### src/rtl/rfs_pkg.sv
package rfs_pkg;
  // Number of interval expiries missed since the request was raised.
  typedef enum logic [1:0] {
    MISS_NONE = 2'd0,
    MISS_ONE  = 2'd1,
    MISS_TWO  = 2'd2
  } rfs_miss_e;
endpackage

### src/rtl/rfs_tick_gen.sv
module rfs_tick_gen #(
  parameter int PRE_W = 8,
  parameter int INT_W = 12
) (
  input  logic             clk,
  input  logic             rst_n,
  input  logic [PRE_W-1:0] cfg_prescale,
  input  logic [INT_W-1:0] cfg_interval,
  output logic             tick
);
  logic [PRE_W-1:0] pre_q, pre_d;
  logic [INT_W-1:0] ivl_q, ivl_d;
  logic             pre_wrap, ivl_wrap;

  // >= instead of == so that lowering the config mid-count cannot strand the counters.
  assign pre_wrap = (pre_q >= cfg_prescale);
  assign ivl_wrap = (ivl_q >= cfg_interval);
  assign tick     = pre_wrap && ivl_wrap;

  always_comb begin
    pre_d = pre_wrap ? '0 : pre_q + 1'b1;
    ivl_d = ivl_q;
    if (pre_wrap) begin
      ivl_d = ivl_wrap ? '0 : ivl_q + 1'b1;
    end
  end

  always_ff @(posedge clk or negedge rst_n) begin
    if (!rst_n) begin
      pre_q <= '0;
      ivl_q <= '0;
    end else begin
      pre_q <= pre_d;
      ivl_q <= ivl_d;
    end
  end
endmodule

### src/rtl/rfs_escalate.sv
module rfs_escalate
  import rfs_pkg::*;
(
  input  logic clk,
  input  logic rst_n,
  input  logic tick,
  input  logic accept,
  output logic pending,
  output logic urgent
);
  logic      pend_q, pend_d;
  rfs_miss_e miss_q, miss_d;

  always_comb begin
    pend_d = pend_q;
    miss_d = miss_q;
    if (accept) begin
      // An expiry in the accepting cycle immediately opens the next request.
      pend_d = tick;
      miss_d = MISS_NONE;
    end else if (tick) begin
      if (!pend_q) begin
        pend_d = 1'b1;
        miss_d = MISS_NONE;
      end else begin
        miss_d = (miss_q == MISS_NONE) ? MISS_ONE : MISS_TWO;
      end
    end
  end

  always_ff @(posedge clk or negedge rst_n) begin
    if (!rst_n) begin
      pend_q <= 1'b0;
      miss_q <= MISS_NONE;
    end else begin
      pend_q <= pend_d;
      miss_q <= miss_d;
    end
  end

  assign pending = pend_q;
  assign urgent  = pend_q && (miss_q == MISS_TWO);
endmodule

### src/rtl/rfs_stagger.sv
module rfs_stagger #(
  parameter int NUM_DEV = 4,
  parameter int RCV_W   = 6
) (
  input  logic               clk,
  input  logic               rst_n,
  input  logic               accept,
  input  logic [RCV_W-1:0]   cfg_recovery,
  output logic               busy,
  output logic               ar_fire,
  output logic [NUM_DEV-1:0] ar_dev,
  output logic [NUM_DEV-1:0] act_block
);
  localparam int IDX_W = (NUM_DEV > 1) ? $clog2(NUM_DEV) : 1;
  localparam logic [IDX_W-1:0] LAST_IDX = IDX_W'(NUM_DEV - 1);

  logic             busy_q, busy_d;
  logic [IDX_W-1:0] idx_q, idx_d;
  logic             at_last;

  assign at_last = (idx_q == LAST_IDX);

  always_comb begin
    busy_d = busy_q;
    idx_d  = idx_q;
    if (accept) begin
      busy_d = 1'b1;
      idx_d  = '0;
    end else if (busy_q) begin
      busy_d = !at_last;
      idx_d  = at_last ? '0 : idx_q + 1'b1;
    end
  end

  always_ff @(posedge clk or negedge rst_n) begin
    if (!rst_n) begin
      busy_q <= 1'b0;
      idx_q  <= '0;
    end else begin
      busy_q <= busy_d;
      idx_q  <= idx_d;
    end
  end

  assign busy    = busy_q;
  assign ar_fire = busy_q;

  for (genvar i = 0; i < NUM_DEV; i++) begin : g_dev
    logic [RCV_W-1:0] cnt_q, cnt_d;
    logic             hit;

    assign hit = busy_q && (idx_q == IDX_W'(i));

    always_comb begin
      cnt_d = cnt_q;
      if (hit) begin
        cnt_d = cfg_recovery;
      end else if (cnt_q != '0) begin
        cnt_d = cnt_q - 1'b1;
      end
    end

    always_ff @(posedge clk or negedge rst_n) begin
      if (!rst_n) begin
        cnt_q <= '0;
      end else begin
        cnt_q <= cnt_d;
      end
    end

    assign ar_dev[i]    = hit;
    assign act_block[i] = (cnt_q != '0);
  end
endmodule

### src/rtl/sdram_refresh_sched.sv
module sdram_refresh_sched #(
  parameter int NUM_DEV = 4,
  parameter int PRE_W   = 8,
  parameter int INT_W   = 12,
  parameter int RCV_W   = 6
) (
  input  logic               clk,
  input  logic               rst_n,
  input  logic [PRE_W-1:0]   cfg_prescale,
  input  logic [INT_W-1:0]   cfg_interval,
  input  logic [RCV_W-1:0]   cfg_recovery,
  input  logic               mem_idle,
  input  logic               other_req,
  input  logic               ref_grant,
  output logic               ref_req,
  output logic               ref_high,
  output logic               ref_busy,
  output logic               ar_fire,
  output logic [NUM_DEV-1:0] ar_dev,
  output logic [NUM_DEV-1:0] act_block
);
  localparam int SYNC_LEN = 2;

  logic [SYNC_LEN-1:0] rst_sync_q;
  logic                rst_int_n;
  logic                tick, pending, urgent, busy, accept;

  // Reset asserts asynchronously and deasserts after SYNC_LEN clock edges.
  always_ff @(posedge clk or negedge rst_n) begin
    if (!rst_n) begin
      rst_sync_q <= '0;
    end else begin
      rst_sync_q <= {rst_sync_q[SYNC_LEN-2:0], 1'b1};
    end
  end
  assign rst_int_n = rst_sync_q[SYNC_LEN-1];

  rfs_tick_gen #(.PRE_W(PRE_W), .INT_W(INT_W)) u_tick (
    .clk          (clk),
    .rst_n        (rst_int_n),
    .cfg_prescale (cfg_prescale),
    .cfg_interval (cfg_interval),
    .tick         (tick)
  );

  rfs_escalate u_esc (
    .clk     (clk),
    .rst_n   (rst_int_n),
    .tick    (tick),
    .accept  (accept),
    .pending (pending),
    .urgent  (urgent)
  );

  rfs_stagger #(.NUM_DEV(NUM_DEV), .RCV_W(RCV_W)) u_stag (
    .clk          (clk),
    .rst_n        (rst_int_n),
    .accept       (accept),
    .cfg_recovery (cfg_recovery),
    .busy         (busy),
    .ar_fire      (ar_fire),
    .ar_dev       (ar_dev),
    .act_block    (act_block)
  );

  // Low priority yields to any other traffic; high priority only waits for idle.
  assign ref_req  = pending && !busy && mem_idle && (urgent || !other_req);
  assign ref_high = urgent;
  assign ref_busy = busy;
  assign accept   = ref_grant && ref_req;
endmodule

### config.mk
export PLATFORM = sky130hd
export DESIGN_NAME = sdram_refresh_sched
export DESIGN_NICKNAME = d
export VERILOG_FILES = /design/src/rtl/rfs_pkg.sv /design/src/rtl/rfs_tick_gen.sv /design/src/rtl/rfs_escalate.sv /design/src/rtl/rfs_stagger.sv /design/src/rtl/sdram_refresh_sched.sv
export SDC_FILE = /design/constraint.sdc
export NUM_CORES = 1
export LEC_CHECK = 0
export BUFFER_PORTS_ARGS = -buffer_cell sky130_fd_sc_hd__buf_2
export CAP_MARGIN = 30
export CORE_ASPECT_RATIO = 0.75
export CORE_MARGIN = 5
export CORE_UTILIZATION = 51
export CTS_CLUSTER_SIZE = 16
export DETAILED_ROUTE_END_ITERATION = 16
export PLACE_DENSITY = 0.82
export SYNTH_ARGS = -nofsm -noshare
export SYNTH_HDL_FRONTEND = slang
export SYNTH_SLANG_ARGS = --single-unit
### constraint.sdc
create_clock -name clk -period 1.93 [get_ports clk]
set_input_delay 0.386 -clock clk [delete_from_list [all_inputs] [get_ports clk]]
set_output_delay 0.386 -clock clk [all_outputs]
set_load 0.1 [all_outputs]
==> impl_metrics.ini <==
[global_routing]
gr-total-overflow = 0
grt_max_degree = 51
antenna_found_initial = 0
grt_pass1_vias = 3063
grt_pass1_wl_um = 13500
grt_usage_pct = 20.7

[sta]
fin_ws_ns = -0.0865
fin_skew_ns = 0.0172
max_freq_mhz = 496
drv_slew = 0
relSlewSlack_pct = 58.0
fin_crit_ns = 2.02
rsz0062_at_grt = yes
hold_violations = 0
period_share_pct = 104
worst_pin_slew_ns = 0.629
report.final.setup_viol = 15
tns_ns = -0.856
hold_ws_ns = 0.279

[layout]
final_layout_size_suffix_gt1_share_pct = 32.0
finalNetCount = 516
diodes = 0
syn_to_final_growth_pct = 33.6
finalInstanceArea_um2 = 4340
multiInputGateArea_um2 = 1910
fillers = 433
regArea_um2 = 1300

[cts]
cts_buffer_depth = 2
clock_latency_ns = 0.31
cts_max_level = 2
path_clk_slew_ns = 0.10
cts_root_buffer = clkbuf_8
numCtsBuffers = 5
cts_tree = built
cts.sink_count = 52

[floorplan]
chipWidth_um = 102
die_h_um = 79.1
fp.coreArea_um2 = 6260
rows = 25
die_area_um2 = 8080
pin_count = 43
start_util_pct = 51.9

[routing]
dr.pass1.iters = 4
wirelength_um = 8040
routedWlPerCell_um = 15.0
drt_iter0_markers = 192
drc_errors = 0
vias = 2905
vias_per_cell = 5.41
postRouteAntennaNets = 0

[logic_synthesis]
synth-seq-cells = 52
seq_area_frac_synth_pct = 40.1
syn-num-nets = 431
synthCells = 370
netlist_area_um2 = 3250
synth_cell_types = 43
postSynthAreaPerCell_um2 = 8.78
ys_warn_count = 0

[placed_design]
port_buffers = 42
place_ws_ns = -0.300
place_hpwl_um = 5570
gp_congestion = 0.816
postPlaceCellArea_um2 = 3830

[min_path]
hp-class = in -> reg

[critical_path]
path_buf_inv = 3
arrival_ns = 2.22
crit_top_cell = buf_6
crit_path_end_kind = flop
crit_type = reg -> reg
cpMaxStageDelayCell = dfrtp_1
timing.reg2reg.setup_slack_ns = -0.09
crit_path_max_incr_delay_ns = 0.36
path_cells = inv_1 > ha_1 > nor2b_1 > o21ai_2 > a41oi_2 > o311ai_4 > buf_6 > nor2_4 > buf_6 > a22o_1
path_max_fanout = 5
path_delay_family = compound AO/OA/AOI/OAI gates
worst-endpoint-required_ns = 2.13
critPathLaunchType = flop

[power]
power.density_nw_per_um2 = 1210
p_switching_uw = 2160
p_comb_share_pct = 51.2
switching_share_pct = 41.1
peakVddDrop_uv = 467
p_leak_uw = 0.00217
pwr-share-seq_pct = 36.5
p_total_uw = 5260
clockPowerShare_pct = 12.3
intPower_uw = 3100

[job]
maxCapViolCount = 0

[outcome]
status = complete, but fails checks
failed_checks = setup timing
[layout by cell type (no fill, tap or decap), types with 7 or more instances in the layout]
cell	count
nor3_1	11
dfrtp_1	50
a21oi_1	38
nor2b_1	12
o21ai_0	7
ha_1	23
buf_2	33
xnor2_1	10
ha_4	7
nor2_1	45
nand2_1	21
inv_1	32
inv_2	11
buf_12	9
and3_1	9
a22o_1	10
buf_6	9
buf_4	40
[worst paths after layout]
kind                                  from                        to  depth (start not counted)
min in group asynchronous    rst_sync_q[1]  u_stag.g_dev[0].cnt_q[3]                          1
min reg2reg                  rst_sync_q[1]  u_stag.g_dev[0].cnt_q[3]                          1
max                        u_tick.ivl_q[0]           u_tick.ivl_q[3]                         10
min                              ref_grant           u_stag.idx_q[1]                          2
max in group asynchronous    rst_sync_q[1]            u_stag.ar_fire                          1
max reg2reg                u_tick.ivl_q[0]           u_tick.ivl_q[3]                         10
[metal layers]
layer	global-route usage (%)	routed length, um
met5	0	0
met1	26.8	3520
met4	6.82	159
met3	3.16	326
met2	35.4	4030
[timing repair]
action	CTS	global route
pin swaps	17	7
hold endpoints to repair	2	0
gates resized for setup	47	13
hold buffers	1	0
buffers inserted	13	7
cloned	0	0
endpoints found under the setup margin	17	19
[cells in the mapped netlist]
cell | n | area share (%)
nand3_1 | 5 | 0.77
or3_1 | 2 | 0.39
o21ai_1 | 11 | 1.7
a21oi_1 | 38 | 5.9
o211ai_1 | 1 | 0.23
xnor2_1 | 10 | 2.7
xor2_1 | 2 | 0.54
buf_2 | 2 | 0.31
nand4_1 | 3 | 0.58
o221a_1 | 1 | 0.35
nor4_1 | 1 | 0.19
and4_1 | 1 | 0.27
dfrtp_1 | 52 | 40
a31oi_1 | 4 | 0.77
ha_1 | 30 | 12
or4_1 | 1 | 0.23
a21o_1 | 1 | 0.23
buf_4 | 5 | 1.2
and2_1 | 2 | 0.39
inv_1 | 44 | 5.1
and3_1 | 10 | 1.9
conb_1 | 1 | 0.12
nor3_1 | 11 | 1.7
a41oi_1 | 1 | 0.27
nor2b_1 | 12 | 2.3
o21ai_0 | 8 | 1.2
nor3b_1 | 1 | 0.23
o31ai_1 | 2 | 0.46
mux2i_1 | 2 | 0.62
nor4_2 | 4 | 1.5
o311ai_4 | 1 | 0.81
nand2_1 | 24 | 2.8
a22o_1 | 10 | 2.7
buf_6 | 1 | 0.35
nor2_1 | 46 | 5.3
clkbuf_1 | 6 | 0.69
or4b_2 | 1 | 0.31
nand2b_1 | 6 | 1.2
o21a_1 | 1 | 0.23
mux2_2 | 3 | 1.0
o211a_1 | 1 | 0.31
nand4b_1 | 1 | 0.27
o2bb2ai_1 | 1 | 0.27
[cell type report]
class                      instances  share of cell area [%]
tap                               81                    2.34
inverter                          44                    3.89
clock inverter                     3                   0.519
clock buffer                       5                    1.59
timing repair buffer              92                    17.5
sequential                        52                    30.1
multi-input combinational        260                    44.1
[power groups by stage]
stage	Clock (uW)	Combinational [uW]	Sequential, uW
6_report	646	2700	1920
5_1_grt	709	2990	1960
4_1_cts	657	2460	1890
3_5_place_dp	0	2100	1870
3_3_place_gp	0	1950	1840
2_1_floorplan	0	1530	1820
[stage by stage]
stage / utilization, % / std cells
after floorplan: - / 370
after global placement: 61.2 / 508
after detailed placement: 61.2 / 508
after CTS: 67.7 / 530
after global routing: 69.3 / 537
final: 69.3 / 537
[kinds of logic after synthesis]
logic type,after synthesis,share of synthesized area (%)
XOR/XNOR,12,3.24
other,1,0.115
buffers and inverters,58,7.59
AND/OR/NAND/NOR,131,20.3
flip-flops,52,40.1
multiplexers,5,1.66
adder cells (fa/ha/maj),30,11.6
AO/OA/AOI/OAI,81,15.4
[flip-flops by register name, summed over array words and instances (netlist names)]
name	count
u_stag.g_dev.cnt_q	24
u_tick.ivl_q	12
u_tick.pre_q	8
rst_sync_q	2
u_esc.miss_q	2
u_stag.idx_q	2
u_esc.pending	1
u_stag.ar_fire	1
[worst register-to-register path, cell delays in order, from the launching register on]
cell and delay [ns]:
dfrtp_1 0.36, inv_1 0.07, ha_1 0.28, nor2b_1 0.05
o21ai_2 0.16, a41oi_2 0.17, o311ai_4 0.29, buf_6 0.16
nor2_4 0.04, buf_6 0.12, a22o_1 0.21
Note: power is estimated with default switching activity, not from simulation.
